==> src/rtl/nlm_pkg.sv <==
package nlm_pkg;
  typedef enum logic [1:0] {
    CS_IDLE  = 2'd0,
    CS_SETUP = 2'd1,
    CS_REQ   = 2'd2,
    CS_REL   = 2'd3
  } cmd_state_e;
endpackage

==> src/rtl/nlm_sync.sv <==
module nlm_sync #(
  parameter int W = 1,
  parameter logic [W-1:0] INIT = '0
) (
  input  logic         clk,
  input  logic         rst_n,
  input  logic [W-1:0] d,
  output logic [W-1:0] q
);
  logic [W-1:0] stage1;

  always_ff @(posedge clk or negedge rst_n) begin
    if (!rst_n) begin
      stage1 <= INIT;
      q      <= INIT;
    end else begin
      stage1 <= d;
      q      <= stage1;
    end
  end
endmodule

==> src/rtl/nlm_cmd_seq.sv <==
module nlm_cmd_seq
  import nlm_pkg::*;
#(
  parameter int NIB_MAX = 8,
  parameter int TO_CYC  = 1000,
  parameter int LEN_W   = $clog2(NIB_MAX + 1)
) (
  input  logic                 clk,
  input  logic                 rst_n,
  input  logic                 in_valid,
  output logic                 in_ready,
  input  logic [NIB_MAX*4-1:0] in_data,
  input  logic [LEN_W-1:0]     in_len,
  input  logic                 ack_s,
  output logic [3:0]           nib_o,
  output logic                 sel_n_o,
  output logic                 req_n_o,
  output logic                 done_o,
  output logic                 timeout_o
);
  localparam int DW = NIB_MAX * 4;
  localparam int TO_W = $clog2(TO_CYC + 1);
  localparam logic [TO_W-1:0] TO_LAST = TO_W'(TO_CYC - 1);
  localparam logic [LEN_W-1:0] LEN_CAP = LEN_W'(NIB_MAX);

  cmd_state_e       st, nxt;
  logic [DW-1:0]    sh;
  logic [LEN_W-1:0] left;
  logic [TO_W-1:0]  wait_q;
  logic [LEN_W-1:0] eff_len;
  logic             load, adv, fin, abort;

  assign eff_len  = (in_len > LEN_CAP) ? LEN_CAP : in_len;
  assign in_ready = (st == CS_IDLE);
  assign nib_o    = sh[3:0];

  always_comb begin
    nxt   = st;
    load  = 1'b0;
    adv   = 1'b0;
    fin   = 1'b0;
    abort = 1'b0;
    unique case (st)
      CS_IDLE: begin
        if (in_valid) begin
          if (eff_len == '0) begin
            fin = 1'b1;
          end else begin
            nxt  = CS_SETUP;
            load = 1'b1;
          end
        end
      end
      CS_SETUP: if (ack_s) nxt = CS_REQ;
      CS_REQ:   if (!ack_s) nxt = CS_REL;
      CS_REL: begin
        if (ack_s) begin
          if (left == LEN_W'(1)) begin
            nxt = CS_IDLE;
            fin = 1'b1;
          end else begin
            nxt = CS_SETUP;
            adv = 1'b1;
          end
        end
      end
      default: nxt = CS_IDLE;
    endcase
    if (st != CS_IDLE && nxt == st && wait_q == TO_LAST) begin
      nxt   = CS_IDLE;
      abort = 1'b1;
    end
  end

  always_ff @(posedge clk or negedge rst_n) begin
    if (!rst_n) begin
      st        <= CS_IDLE;
      sh        <= '0;
      left      <= '0;
      wait_q    <= '0;
      sel_n_o   <= 1'b1;
      req_n_o   <= 1'b1;
      done_o    <= 1'b0;
      timeout_o <= 1'b0;
    end else begin
      st <= nxt;
      if (nxt != st || st == CS_IDLE) wait_q <= '0;
      else                            wait_q <= wait_q + 1'b1;
      if (load) begin
        sh   <= in_data;
        left <= eff_len;
      end else if (adv) begin
        sh   <= sh >> 4;
        left <= left - 1'b1;
      end
      sel_n_o   <= (nxt == CS_IDLE);
      req_n_o   <= (nxt != CS_REQ);
      done_o    <= fin;
      timeout_o <= abort;
    end
  end
endmodule

==> src/rtl/nlm_stat_q.sv <==
module nlm_stat_q #(
  parameter int DEPTH = 4
) (
  input  logic       clk,
  input  logic       rst_n,
  input  logic       stb_s,
  input  logic [3:0] dat_s,
  output logic       out_valid,
  input  logic       out_ready,
  output logic [3:0] out_data,
  output logic       overrun
);
  localparam int AW = (DEPTH > 1) ? $clog2(DEPTH) : 1;
  localparam logic [AW:0] FULL_CNT = (AW+1)'(DEPTH);

  logic [3:0]  mem [DEPTH];
  logic [AW-1:0] wr, rd;
  logic [AW:0] cnt;
  logic        stb_prev, fall, full, pop, push;

  assign fall      = stb_prev && !stb_s;
  assign full      = (cnt == FULL_CNT);
  assign out_valid = (cnt != '0);
  assign pop       = out_valid && out_ready;
  assign push      = fall && (!full || pop);
  assign out_data  = mem[rd];

  for (genvar i = 0; i < DEPTH; i++) begin : g_slot
    always_ff @(posedge clk or negedge rst_n) begin
      if (!rst_n)                      mem[i] <= '0;
      else if (push && wr == AW'(i))   mem[i] <= dat_s;
    end
  end

  always_ff @(posedge clk or negedge rst_n) begin
    if (!rst_n) begin
      stb_prev <= 1'b1;
      wr       <= '0;
      rd       <= '0;
      cnt      <= '0;
      overrun  <= 1'b0;
    end else begin
      stb_prev <= stb_s;
      if (push) wr <= (wr == AW'(DEPTH-1)) ? '0 : wr + 1'b1;
      if (pop)  rd <= (rd == AW'(DEPTH-1)) ? '0 : rd + 1'b1;
      cnt <= cnt + {{AW{1'b0}}, push} - {{AW{1'b0}}, pop};
      if (fall && !push) overrun <= 1'b1;
    end
  end
endmodule

==> src/rtl/nibble_link_master.sv <==
module nibble_link_master #(
  parameter int NIB_MAX = 8,
  parameter int TO_CYC  = 1000,
  parameter int Q_DEPTH = 4,
  parameter int LEN_W   = $clog2(NIB_MAX + 1)
) (
  input  logic                 clk,
  input  logic                 rst_n,
  input  logic                 cmd_valid,
  output logic                 cmd_ready,
  input  logic [NIB_MAX*4-1:0] cmd_data,
  input  logic [LEN_W-1:0]     cmd_len,
  output logic [3:0]           chg_nib,
  output logic                 chg_sel_n,
  output logic                 chg_req_n,
  input  logic                 chg_ack_n,
  output logic                 cmd_done,
  output logic                 cmd_timeout,
  input  logic                 chg_stb_n,
  input  logic [3:0]           chg_stat,
  output logic                 st_valid,
  input  logic                 st_ready,
  output logic [3:0]           st_data,
  output logic                 st_overrun
);
  logic       ack_s;
  logic [4:0] stat_s;

  nlm_sync #(.W(1), .INIT(1'b1)) u_ack_sync (
    .clk(clk), .rst_n(rst_n), .d(chg_ack_n), .q(ack_s)
  );

  nlm_sync #(.W(5), .INIT(5'b10000)) u_stat_sync (
    .clk(clk), .rst_n(rst_n), .d({chg_stb_n, chg_stat}), .q(stat_s)
  );

  nlm_cmd_seq #(.NIB_MAX(NIB_MAX), .TO_CYC(TO_CYC), .LEN_W(LEN_W)) u_cmd (
    .clk(clk), .rst_n(rst_n),
    .in_valid(cmd_valid), .in_ready(cmd_ready),
    .in_data(cmd_data), .in_len(cmd_len),
    .ack_s(ack_s),
    .nib_o(chg_nib), .sel_n_o(chg_sel_n), .req_n_o(chg_req_n),
    .done_o(cmd_done), .timeout_o(cmd_timeout)
  );

  nlm_stat_q #(.DEPTH(Q_DEPTH)) u_stat (
    .clk(clk), .rst_n(rst_n),
    .stb_s(stat_s[4]), .dat_s(stat_s[3:0]),
    .out_valid(st_valid), .out_ready(st_ready),
    .out_data(st_data), .overrun(st_overrun)
  );
endmodule

==> config.mk <==
export PLATFORM = sky130hd
export DESIGN_NAME = nibble_link_master
export DESIGN_NICKNAME = d
export VERILOG_FILES = /design/src/rtl/nlm_pkg.sv /design/src/rtl/nlm_sync.sv /design/src/rtl/nlm_cmd_seq.sv /design/src/rtl/nlm_stat_q.sv /design/src/rtl/nibble_link_master.sv
export SDC_FILE = /design/constraint.sdc
export NUM_CORES = 1
export LEC_CHECK = 0
export ABC_AREA = 1
export CORE_ASPECT_RATIO = 0.9
export CORE_MARGIN = 1.5
export CORE_UTILIZATION = 59
export CTS_CLUSTER_DIAMETER = 200
export DETAILED_ROUTE_END_ITERATION = 10
export GPL_TIMING_DRIVEN = 1
export PLACE_DENSITY_LB_ADDON = 0.08
export SYNTH_ARGS = -nofsm -noshare
export SYNTH_HDL_FRONTEND = slang
export SYNTH_HIERARCHICAL = 1
export SYNTH_SLANG_ARGS = --single-unit
==> constraint.sdc <==
create_clock -name clk -period 3.5 [get_ports clk]
set_input_delay 0.525 -clock clk [delete_from_list [all_inputs] [get_ports clk]]
set_output_delay 0.525 -clock clk [all_outputs]
set_load 0.005 [all_outputs]
==> results.txt, run 1 <==
The flow ran to the end, and the final reports show no timing, DRC or antenna violations. The most instantiated flip-flop cell in the synthesis netlist is dfrtp_1. The kind of cell with the highest combined delay along the critical path is simple AND/OR/NAND/NOR gates. The number of antenna violations at the first check in global routing was 0. The final count of hold timing violations was 0. By startpoint and endpoint, the worst setup path is classified as flip-flop to flip-flop. In the final design database the tool counted 591 nets.

The area occupied by multi-input gates is 1769 sq um. The reported max-cap violation count is 0. The global-route congestion overflow total is 0. The library cells used most frequently in the layout, excluding fill and tap cells, are nand2_1 (100), dfrtp_1 (82), clkdlybuf4s50_1 (59), o21ai_0 (57), inv_1 (49). The number of diodes added for antenna fixing came out at 0. The internal power of the cells is 2.526 mW. Once the clock tree was built, the setup fixing pass inserted 0 buffers. The congestion estimate from routability-driven global placement came to 0.8681. Walking the worst path, the cells encountered are inv_1 -> ha_1 -> nand2_1 -> clkinv_2 -> nand2_4 -> buf_4 -> nand3_1 -> nand2_1 -> nand3_2 -> o21bai_2 -> nand2_2 -> nand2_8 -> nor2_2.

The maximum level of the CTS H-tree came out at 3. Clock tree synthesis selected as its root buffer the cell clkbuf_8. The sequential group share of total power came out at 0.397. The power share of the clock group came out at 0.193. The final setup skew is 0.01120 ns. The leading cell type in the layout, fill and taps excluded is nand2_1.

The critical path data required time came out at 3.75 ns. The transition time of the tightest slew-check pin came out at 0.5549 ns. The effective utilization at floorplan is 0.6129. The design draws 4.156 mW. Of the total power, combinational logic draws 0.410. The analysis attributes to net switching a power of 1.630 mW. The die extent in x came out at 93.37 um. The worst setup path is captured at a flip-flop. The y dimension of the die is 84.34 um. The number of max-slew violations in the final report came to 0. The overall fraction of global-route tracks in use came out at 0.2435. The first global-routing pass estimated 14.99 mm of wire. After the first detailed-routing iteration, the DRC count stood at 183. The filler cells instantiated in the layout total 529. The basic-gate share of the synthesized area counting and, or, nand and nor cells came out at 0.2429. The adder and majority cell fraction of the synthesized area came out at 0.04501. In the synthesized netlist the async set-or-reset flop fraction comes to 1.000. The class of the tightest hold or removal check is input pin to async pin.

STA puts the critical path data arrival time at 2.78 ns. By area, the combinational part of the netlist is dominated by simple AND/OR/NAND/NOR gates. Setup violations remaining at the end of the flow were counted as 0. The total of cells resized after clock tree synthesis came out at 0. After legalization and detailed placement, the total HPWL measured 6.202 mm. The distinct cell type count of the synthesized netlist came out at 37.

The placeable core region came out at 7076 sq um. The total wire length is 8.684 mm. The maximum fanout encountered on the critical timing path is 24.

The die outline area is 7874 sq um. The worst setup path is launched from a flip-flop. Counting flops and latches in the post-synthesis netlist gives 89. The number of cells in the design after placement came out at 612.

The warning count from the yosys run came out at 6. The share of final-layout standard cells stronger than drive strength 1 is 0.1346. The number of nets in the synthesized netlist is 534. The clock-pin slew of the registers on the worst-case setup and hold paths is 0.09 ns. The number of clock buffers inserted by TritonCTS came out at 9. On the critical path, the stage with the largest delay is an instance of dfrtp_1. The maximum number of pins on one net before global-route repair is 45. The flip-flop and latch area is 2236 sq um.

The sequential area share after synthesis came out at 0.5156. Headroom to the max-slew limit came out at 0.6301. The remaining antenna violation count came out at 0. The area share of xor/xnor cells in the synthesized design is 0.01616. The number of buffers on the longest clock path came out at 2. Dividing the synthesized area by the synthesized cell count gives 9.168 sq um. In this run, synthesis inferred 0 flip-flops with an integrated enable. The multiplexer share of the synthesized area is 0. The maximum cell stage delay along the critical path is 0.46 ns.

Using the TritonRoute via totals, the vias-per-cell ratio works out to 5.398. The count of pins on the block boundary came out at 61. Compared with the post-synthesis result, the final layout area differs by 20.11%.

The mean routed wirelength per cell came out at 13.83 um. The synthesized netlist occupies a cell area of 4337 sq um. The via count of the first global-routing pass is 3314. The period utilization is 0.7233. In this run the static leakage power is 2.378 nW. For this run, design rule violations remaining after detail routing come to 0. The synthesized instance count is 473. The number of input and output port buffers inserted is 60. Of the total power, the share spent switching nets is 0.3921.

The quantity of hold-fixing buffers added after cts is 0. In this run the core area contains 29 standard-cell rows. The number of vias after detailed routing came out at 3390. Once layout is complete, the cells apart from fillers number 628. The buffering stage count on the worst path with inverters included came out at 3. The tightest hold margin is 0.1426 ns. Counting stages on the worst path, the most repeated cell is nand2_1.

The number of search-and-repair iterations in the first detailed-routing pass came out at 4. Setup repair after global routing left no endpoint under its margin. Adding up every negative setup slack in the final design gives 0 ns. TritonCTS built the clock tree.

The worst-skew pair later-pin latency is 0.37 ns. The power density over the cells is 797.8 nW/um^2. The complex-gate fraction of the synthesized area came out at 0.1039. The maximum vdd ir drop is 0.6383 mV.

The clock net sink count is 89. The minimum clock period came out at 2.532 ns. The achievable frequency came out at 395.0 MHz.
-- through the flow --
stage / util / cell area [sq um] / worst slack [ns]
3_5_place_dp: 0.7034 / 4977 / 0.7133
2_1_floorplan: - / 4337 / 1.446
4_1_cts: 0.7362 / 5209 / 0.9680
5_1_grt: 0.7362 / 5209 / 0.7303
3_3_place_gp: 0.7034 / 4977 / 0.7725
6_report: 0.7362 / 5209 / 0.9684
-- power groups by stage --
stage                     logic (mW)  registers (mW)  clock network [mW]
after floorplan                 1.26            1.59                   0
after global placement          1.64            1.65                   0
after detailed placement        1.70            1.66                   0
after CTS                       1.72            1.64               0.825
after global routing            1.94            1.69               0.865
final                           1.70            1.65               0.803
-- path summary, 6_finish.rpt --
path	slack, ns	depth (start not counted)	to	start
min in group clk	0.35	0	u_stat_sync/q[1]	u_stat_sync/stage1[1]
worst max-delay path	0.97	13	u_cmd/wait_q[5]	u_cmd/st[0]
worst max register to register	0.97	13	u_cmd/wait_q[5]	u_cmd/st[0]
worst min-delay path	0.14	1	u_cmd/sh[1]	rst_n
worst min register to register	0.35	0	u_stat_sync/q[1]	u_stat_sync/stage1[1]
max in group asynchronous	2.58	2	u_stat_sync/stage1[4]	rst_n
-- layer usage --
metal,part of all wire,track usage,wire (um)
met4,0.013,0.06749,109
met3,0.055,0.06431,479
met5,0,0,0
met2,0.47,0.3867,4122
met1,0.46,0.3323,3972
-- Yosys cell counts (7+ instances only) --
cell type / n / area, sq um
ha_1: 14 / 175.2
inv_1: 49 / 183.9
nand3_1: 28 / 140.1
nor2_2: 14 / 87.58
nand2_1: 100 / 375.4
o311ai_0: 7 / 61.31
nand4_1: 20 / 125.1
o21ai_0: 57 / 285.3
nor2_1: 23 / 86.33
clkbuf_1: 7 / 26.28
dfrtp_1: 82 / 2052
dfstp_2: 7 / 183.9
-- cells by family (layout without fill, tap and decap cells) --
kind of cell / after synthesis / count (layout)
compound gates: 79 / 79
xor+xnor: 8 / 8
fa+ha+maj: 15 / 15
buf+inv: 76 / 138
flops: 89 / 89
simple gates: 206 / 206
-- registers in the layout, summed over array words and instances, names as in the netlist, 2 cells and up --
register            count
u_cmd/wait_q           10
u_stat/cnt              3
u_stat_sync/q           5
u_stat/rd               2
u_stat/wr               2
u_stat_sync/stage1      5
u_cmd/st                2
u_cmd/left              4
u_stat/mem             16
u_cmd/sh               32
-- final cells by class --
cell class	count	area share
Multi-Input combinational cell	308	0.3397
Timing Repair Buffer	66	0.1235
Sequential cell	89	0.4293
Tap cell	93	0.02234
Clock inverter	7	0.02066
Inverter	56	0.04084
Clock buffer	9	0.02378
Power figures use the tool's default switching activity.
==> run 2: changes to the inputs <==
--- a/config.mk
+++ b/config.mk
@@ -8,7 +8,7 @@
 export ABC_AREA = 1
 export CORE_ASPECT_RATIO = 0.9
 export CORE_MARGIN = 1.5
-export CORE_UTILIZATION = 59
+export CORE_UTILIZATION = 55
 export CTS_CLUSTER_DIAMETER = 200
 export DETAILED_ROUTE_END_ITERATION = 10
 export GPL_TIMING_DRIVEN = 1
==> constraint.sdc (replaced) <==
create_clock -name clk -period 2.4 [get_ports clk]
set_input_delay 0.36 -clock clk [delete_from_list [all_inputs] [get_ports clk]]
set_output_delay 0.36 -clock clk [all_outputs]
set_load 0.005 [all_outputs]
==> run 2 against run 1 <==
Compared with the run above:
- worst hold slack better by 0.21 ns
- highest routed layer unchanged
- die area is 7.0% higher
- final area grew 0.58%
- critical path type is now flip-flop to primary output
- final cell count grew 0.96%
- critical endpoint is now st_data[3]
- first-iteration DRC count is 2.7% higher
- sequential share of layout area decreased by 0.22 points
==> results.txt, run 2 (synthesis gave the netlist of run 1 again) <==
The run finished with clean final reports. The register with the most flip-flops is u_cmd/sh. The power density over the cells is 1137 nW/um^2 (+42%).

The die outline area came out at 8427 sq um (+7.0%). The period utilization came out at 0.9067. The worst-path cell with the longest stage delay is clkdlybuf4s50_1. The detailed placer's ending HPWL was 6.002 mm (-3.2%). In the final layout, the registers with the most flip-flops are u_cmd/sh (32), u_stat/mem (16), u_cmd/wait_q (10). The critical path capture point type is a primary output. The number of antenna violations at the first check in global routing came out at 0 (unchanged).

The clock tree root buffer cell is clkbuf_8. The number of diodes added for antenna fixing is 0 (unchanged). TritonCTS built the clock tree. The maximum vdd ir drop is 0.7660 mV (+20%).

The final net count came out at 594 (+0.51%). The DRC violations left came out at 0 (unchanged). The critical path goes through inv_1 -> o21ai_0 -> o22ai_1 -> clkdlybuf4s50_1. The static leakage power was 2.378 nW (about the same).

The effective utilization at floorplan is 0.5719 (-0.04096). The number of vias after detailed routing came out at 3349 (-1.2%). The utilization after layout is 0.6909 (-0.04524). The switching part of the total came out at 0.3923 (about the same). In this run the critical register-to-register path is captured at u_cmd/wait_q[7]. The power share of the clock group is 0.177 (-0.016). By startpoint and endpoint, the worst setup path is classified as flip-flop to primary output. The number of max-slew violations in the final report came out at 0 (unchanged). The transition time of the tightest slew-check pin came to 0.4845 ns (-0.07044 ns). The remaining antenna violation count was 0 (unchanged). The wire length of the first global-routing pass came out at 14.46 mm (-3.5%). The count of pins on the block boundary is 61 (unchanged).

The share of final-layout standard cells stronger than drive strength 1 is 0.1394 (+0.004826). The number of clock buffers inserted by TritonCTS is 9 (unchanged). The total wire length is 8.372 mm (-3.6%).

Setup repair after global routing left no endpoint under its margin. The final setup skew is 0.01137 ns (+0.0001685 ns). The class of the tightest hold or removal check is flip-flop to flip-flop.

The via count of the first global-routing pass came out at 3141 (-5.2%). The worst hold path stage count is 0. The number of input and output port buffers inserted came out at 60 (unchanged). The y dimension of the die came out at 87.24 um (+3.4%). The fill cell instance count of the final layout came out at 607 (+15%).

The maximum fanout encountered on the critical timing path came out at 11 (-54%). The number of search-and-repair iterations in the first detailed-routing pass came out at 5 (+1). The sequential group share of total power is 0.404 (+0.007). In this run the most critical hold path is launched from u_stat_sync/stage1[1].

The worst setup slack for register-to-register paths came out at 0.25 ns (-0.72 ns). The worst-skew pair later-pin latency was 0.35 ns (-0.02 ns). In the layout the commonest cells are nand2_1 (100), dfrtp_1 (81), clkdlybuf4s50_1 (59), o21ai_0 (57), inv_1 (49). The global placer's final weighted congestion is 0.7604 (-12%).

The clock-pin slew of the registers on the worst-case setup and hold paths is 0.10 ns (about the same). The buffering stage count on the worst path with inverters included came to 2 (-1). The leading cell type in the layout, fill and taps excluded is nand2_1.

The max-slew headroom at the worst pin is 0.6770 (+0.04696). The switching power of the nets is 2.336 mW (+43%). The number of buffers on the longest clock path came to 2 (unchanged). The maximum level of the CTS H-tree came out at 3 (unchanged). The final count of hold timing violations is 0 (unchanged). The number of placement rows is 30 (+3.4%).

The worst path arrival time came out at 1.82 ns (-0.96 ns). The worst hold path terminates at u_stat_sync/q[1]. The mean routed wirelength per cell is 13.21 um (-4.5%). The clock net sink count is 89 (unchanged). The placeable core region came to 7582 sq um (+7.2%).

The global-route congestion overflow total is 0 (unchanged). The startpoint of the worst register-to-register path is u_cmd/st[0]. The synthesis-to-finish area growth is 20.80%. The worst path needs 2.176 ns of the cycle, external delays included. The routed via count divided by cell count was 5.282 (-2.1%). The portion of total power attributed to combinational logic came out at 0.419 (+0.009). The internal power of the cells is 3.619 mW (+43%). The maximum cell stage delay along the critical path came to 0.52 ns (+0.06 ns). The cell count of the worst reg-to-reg path is 12 (-1). The number of flip-flops under the largest register name is 32 (unchanged).

The overall fraction of global-route tracks in use is 0.2132 (-0.03035). The count of endpoints failing setup in the final report is 0 (unchanged). The final sum of negative setup slack is 0 ns (unchanged). The maximum number of pins on one net before global-route repair is 54 (+20%). The achievable frequency is 459.5 MHz. The kind of start point of the critical path is a flip-flop. The critical path data required time was 2.04 ns (-1.71 ns). The die extent in x came out at 96.60 um (+3.5%).

The kind of cell with the highest combined delay on the critical path is buffers and inverters. The count of routing violations after the opening detailed-route iteration is 188 (+2.7%). The reported max-cap violation count came out at 0 (unchanged).
==> run 2: changes by cell type in the layout (fill, tap and decap cells not counted) <==
cell,before,now
dfrtp_1,82,81
clkinvlp_4,1,3
clkbuf_8,9,10
nand2_8,1,2
inv_8,2,1
dlygate4sd3_1,0,1
inv_6,2,1
dfrtp_2,0,1
buf_12,0,1
nand2_4,5,4
buf_4,7,8
bufinv_16,2,1
==> run 2: power groups by stage <==
| stage | Sequential, mW | Clock, mW | Combinational (mW) |
|---|---|---|---|
| global placement | 2.41 | 0 | 2.41 |
| floorplan | 2.32 | 0 | 1.83 |
| global route | 2.47 | 1.17 | 2.81 |
| finish | 2.40 | 1.05 | 2.50 |
| detailed placement | 2.42 | 0 | 2.49 |
| CTS | 2.40 | 1.10 | 2.51 |
==> run 2: worst register-to-register path, cell delays in order, from the launching register on <==
cell and delay (ns):
dfrtp_1 0.45, inv_1 0.12, ha_1 0.28, nand2_1 0.11
clkinv_2 0.11, nand2_8 0.18, nand3_1 0.12, nand2_1 0.10
nand3_2 0.08, o21bai_2 0.18, nand2_2 0.11, nand2_8 0.14
nor2_2 0.05
==> run 2: layout make-up <==
| type | instances | area [sq um] | share of cell area |
|---|---|---|---|
| inverters | 56 | 212.7 | 0.04060 |
| well taps | 96 | 120.1 | 0.02293 |
| multi-input cells | 308 | 1778 | 0.3394 |
| clock buffers | 10 | 137.6 | 0.02627 |
| clock inverters | 6 | 72.57 | 0.01385 |
| flip-flops and latches | 89 | 2237 | 0.4270 |
| repair buffers | 69 | 680.7 | 0.1299 |
==> run 2: metal layers <==
layer  wire (um)  vias to the layer above  GRT usage  share of wire
met5           0                        -          0              0
met4          61                        0    0.05534         0.0073
met3         470                        7    0.05618          0.056
met2        3838                       97     0.3350           0.46
met1        4001                     1576     0.2977           0.48
li1            -                     1669          -              -
==> run 2: worst max path at each step <==
stage	from	end	slack, ns	cells after the start
finish	u_stat/rd[0]	st_data[3]	0.22	4
global route	u_cmd/st[0]	u_cmd/wait_q[7]	0.003	12
CTS	u_stat/rd[0]	st_data[3]	0.17	4
detailed placement	st_ready	u_stat/cnt[2]	0.03	11
global placement	st_ready	u_stat/cnt[2]	0.08	11
floorplan	u_stat/stb_prev	u_stat/cnt[2]	0.35	10
==> run 2: repair_timing <==
| action | CTS | global route |
|---|---|---|
| endpoints found under the hold margin | 32 | 0 |
| hold buffers | 1 | 0 |
| endpoints found under the setup margin | 0 | 11 |
| resized for setup | 0 | 2 |
| buffers inserted | 0 | 0 |
==> run 2: stage by stage <==
stage | instances | power [mW] | setup slack, ns | area (sq um) | hold WS [ns]
finish | 634 | 5.955 | 0.2239 | 5239 | 0.3488
global route | 634 | 6.454 | 0.003362 | 5239 | 0.3539
CTS | 634 | 6.005 | 0.1693 | 5229 | 0.3515
detailed placement | 617 | 4.911 | 0.03494 | 5009 | 0.3379
global placement | 617 | 4.815 | 0.07959 | 5009 | 0.3321
floorplan | 473 | 4.149 | 0.3487 | 4337 | 0.06441
==> run 3: changes to the inputs <==
--- a/config.mk
+++ b/config.mk
@@ -6,12 +6,13 @@
 export NUM_CORES = 1
 export LEC_CHECK = 0
 export ABC_AREA = 1
-export CORE_ASPECT_RATIO = 0.9
+export CORE_ASPECT_RATIO = 1.75
 export CORE_MARGIN = 1.5
 export CORE_UTILIZATION = 55
 export CTS_CLUSTER_DIAMETER = 200
 export DETAILED_ROUTE_END_ITERATION = 10
 export GPL_TIMING_DRIVEN = 1
+export MAX_ROUTING_LAYER = met4
 export PLACE_DENSITY_LB_ADDON = 0.08
 export SYNTH_ARGS = -nofsm -noshare
 export SYNTH_HDL_FRONTEND = slang
==> run 3 against run 2 <==
Compared with the run above:
- combinational power is 2% higher
- power grew 6.9%
- first-iteration DRC count fell by 24%
- via count decreased by 0.21%
- utilization grew 0.83 points
- non-clock buffer count grew 2
- final cell count fell by 0.95%
- critical endpoint is now u_stat/cnt[2]
- highest routed layer unchanged
==> results.txt, run 3 (synthesis gave the netlist of run 1 again) <==
The DRC violations left came out at 0 (unchanged). The effective utilization at floorplan is 0.5691 (-0.002817). The number of buffers on the longest clock path came out at 2 (unchanged). The share of final-layout standard cells stronger than drive strength 1 was 0.1407 (+0.001336). The portion of total power attributed to combinational logic came out at 0.401 (-0.018). The internal power of the cells came out at 3.920 mW (+8.3%). The maximum vdd ir drop is 0.7510 mV (-2.0%).

The number of vias after detailed routing came out at 3342 (-0.21%). Leaving out fill and tap cells, the most frequent cell in the layout is nand2_1. The class of the tightest hold or removal check is flip-flop to flip-flop. The period utilization came out at 0.9319 (+0.02519).

The routing usage on met3 came to 0.04750 (-0.008680). The achievable frequency is 447.1 MHz (-2.7%). The global-route congestion overflow total came out at 0 (unchanged). The wire length of the first global-routing pass is 16.26 mm (+12%). The number of clock buffers inserted by TritonCTS came out at 9 (unchanged).

The buffering stage count on the worst path with inverters included was 2 (unchanged). The global placer's final weighted congestion is 0.8544 (+12%). The maximum fanout encountered on the critical timing path came to 4 (-7). The total wire length is 9.449 mm (+13%). The number of diodes added for antenna fixing came out at 0 (unchanged).

The number of input and output port buffers inserted came out at 60 (unchanged). Traced cell by cell, the critical path runs through nor2_4 -> a21oi_2 -> ha_1 -> inv_1 -> ha_1 -> inv_1 -> fa_1 -> xnor2_1 -> xor2_1. The critical path capture point type is a flip-flop. The transition time of the tightest slew-check pin is 0.4946 ns (+0.01019 ns). u_cmd/sh holds more flip-flops than any other register. The clock net sink count was 89 (unchanged). The y dimension of the die is 120.5 um (+38%). The detailed placer's ending HPWL was 6.913 mm (+15%). The static leakage power came out at 2.429 nW (+2.1%).

The maximum level of the CTS H-tree was 3 (unchanged). The mean routed wirelength per cell came out at 15.05 um (+14%). The final sum of negative setup slack came out at 0 ns (unchanged). The CTS tree is built. The maximum number of pins on one net before global-route repair is 40 (-26%). The final net count came out at 596 (+0.34%). The worst path arrival time came out at 2.49 ns (+0.67 ns).

The number of antenna violations at the first check in global routing is 0 (unchanged). The via count of the first global-routing pass came out at 3518 (+12%). The number of placement rows is 42 (+40%). The switching part of the total is 0.3843 (-0.008014). The max-slew headroom at the worst pin came out at 0.6699 (-0.007155). The minimum clock period came to 2.237 ns (+0.06045 ns). In the final layout, the registers with the most flip-flops are u_cmd/sh (32), u_stat/mem (16), u_cmd/wait_q (10). The count of routing violations after the opening detailed-route iteration came out at 143 (-24%).

The number of search-and-repair iterations in the first detailed-routing pass is 4 (-1). The routed via count divided by cell count came out at 5.322 (+0.74%). The global routing stage identified its most utilized layer as met2. The clock-pin slew of the registers on the worst-case setup and hold paths is 0.07 ns (-0.03 ns). The placeable core region is 7620 sq um (+0.50%).

The maximum cell stage delay along the critical path is 0.46 ns (-0.06 ns). The utilization after layout came out at 0.6992 (+0.008255). In the layout the commonest cells are nand2_1 (100), dfrtp_1 (82), clkdlybuf4s50_1 (59), o21ai_0 (57), inv_1 (49). The final count of hold timing violations was 0 (unchanged). On the critical path, the stage with the largest delay is an instance of dfrtp_1.

The number of flip-flops under the largest register name is 32 (unchanged). The type of the worst setup path is flip-flop to flip-flop. The met1 demand-to-capacity share in global routing came out at 0.2771 (-0.02066).

The switching power of the nets was 2.447 mW (+4.7%). The critical path data required time came out at 2.66 ns (+0.62 ns). The count of pins on the block boundary is 61 (unchanged). The power density over the cells came out at 1195 nW/um^2 (+5.1%). The run finished with clean final reports. The sequential group share of total power is 0.378 (-0.026).

The number of max-slew violations in the final report is 0 (unchanged). The final setup skew is 0.006829 ns (-0.004540 ns). Setup repair after global routing left no endpoint under its margin.

The overall fraction of global-route tracks in use is 0.2542 (+0.04103). The worst-skew pair later-pin latency is 0.34 ns (about the same). STA classifies the critical path startpoint as a flip-flop. The synthesis-to-finish area growth came out at 22.85%. The global-route track usage on met2 came out at 0.4518 (+0.1168).

In this design, the largest share of critical-path delay is due to adder cells. The reported max-cap violation count came to 0 (unchanged). The die outline area was 8448 sq um (+0.24%).

The die extent in x is 70.13 um (-27%). The remaining antenna violation count is 0 (unchanged). The count of endpoints failing setup in the final report is 0 (unchanged). The power share of the clock group came out at 0.221 (+0.044).

The clock tree root buffer cell is clkbuf_16.
[run 3: per-stage QoR]
step / cells / power (mW) / setup slack (ns) / hold WS (ns) / instance area (sq um)
final: 628 / 6.367 / 0.1635 / 0.3501 / 5328
after global routing: 628 / 6.877 / 0.01214 / 0.3608 / 5328
after CTS: 628 / 6.419 / 0.1433 / 0.3514 / 5328
after detailed placement: 611 / 4.951 / 0.005134 / 0.2772 / 5014
after global placement: 611 / 4.839 / 0.07965 / 0.2735 / 5014
after floorplan: 473 / 4.149 / 0.3487 / 0.06441 / 4337
[run 3: layout make-up]
type | count | area [sq um]
timing repair buffer | 71 | 695.7
multi-input combinational | 308 | 1769
sequential | 89 | 2236
clock buffer | 9 | 225.2
fill | 622 | 2292
tap | 88 | 110.1
inverter | 56 | 212.7
clock inverter | 7 | 78.83
[run 3: path summary, 6_finish.rpt]
| kind | cells after the start | slack, ns | startpoint | end |
|---|---|---|---|---|
| min in group asynchronous | 2 | 0.46 | rst_n | u_stat/overrun |
| max reg2reg | 9 | 0.16 | u_stat/cnt[1] | u_stat/cnt[2] |
| min | 0 | 0.35 | u_stat_sync/stage1[0] | u_stat_sync/q[0] |
| max | 9 | 0.16 | u_stat/cnt[1] | u_stat/cnt[2] |
| min reg2reg | 0 | 0.35 | u_stat_sync/stage1[0] | u_stat_sync/q[0] |
| max in group asynchronous | 3 | 1.22 | rst_n | u_stat_sync/stage1[4] |
[run 3: power groups by stage]
stage                     Clock (mW)  Combinational (mW)  Sequential (mW)
after floorplan                    0                1.83             2.32
after global placement             0                2.43             2.41
after detailed placement           0                2.52             2.43
after CTS                       1.44                2.57             2.41
after global routing            1.50                2.90             2.47
final                           1.41                2.55             2.41
[run 3: timing repair]
item,CTS,global route
hold buffers,1,0
resized for setup,0,0
hold endpoints to repair,21,0
setup buffers,0,0
[run 3: metal layers]
layer | share of wire | wire, um | up-vias
met1 | 0.38 | 3580 | 1598
li1 | - | - | 1670
met5 | 0 | 0 | -
met2 | 0.57 | 5382 | 59
met3 | 0.024 | 228 | 15
met4 | 0.027 | 257 | 0
[run 3: worst reg2reg max path, stage by stage, from the launching register on]
cell and delay [ns]:
dfrtp_1 0.46, nor2_4 0.21, a21oi_2 0.09, ha_1 0.30, inv_1 0.06, ha_1 0.13
inv_1 0.05, fa_1 0.38, xnor2_1 0.28, xor2_1 0.21
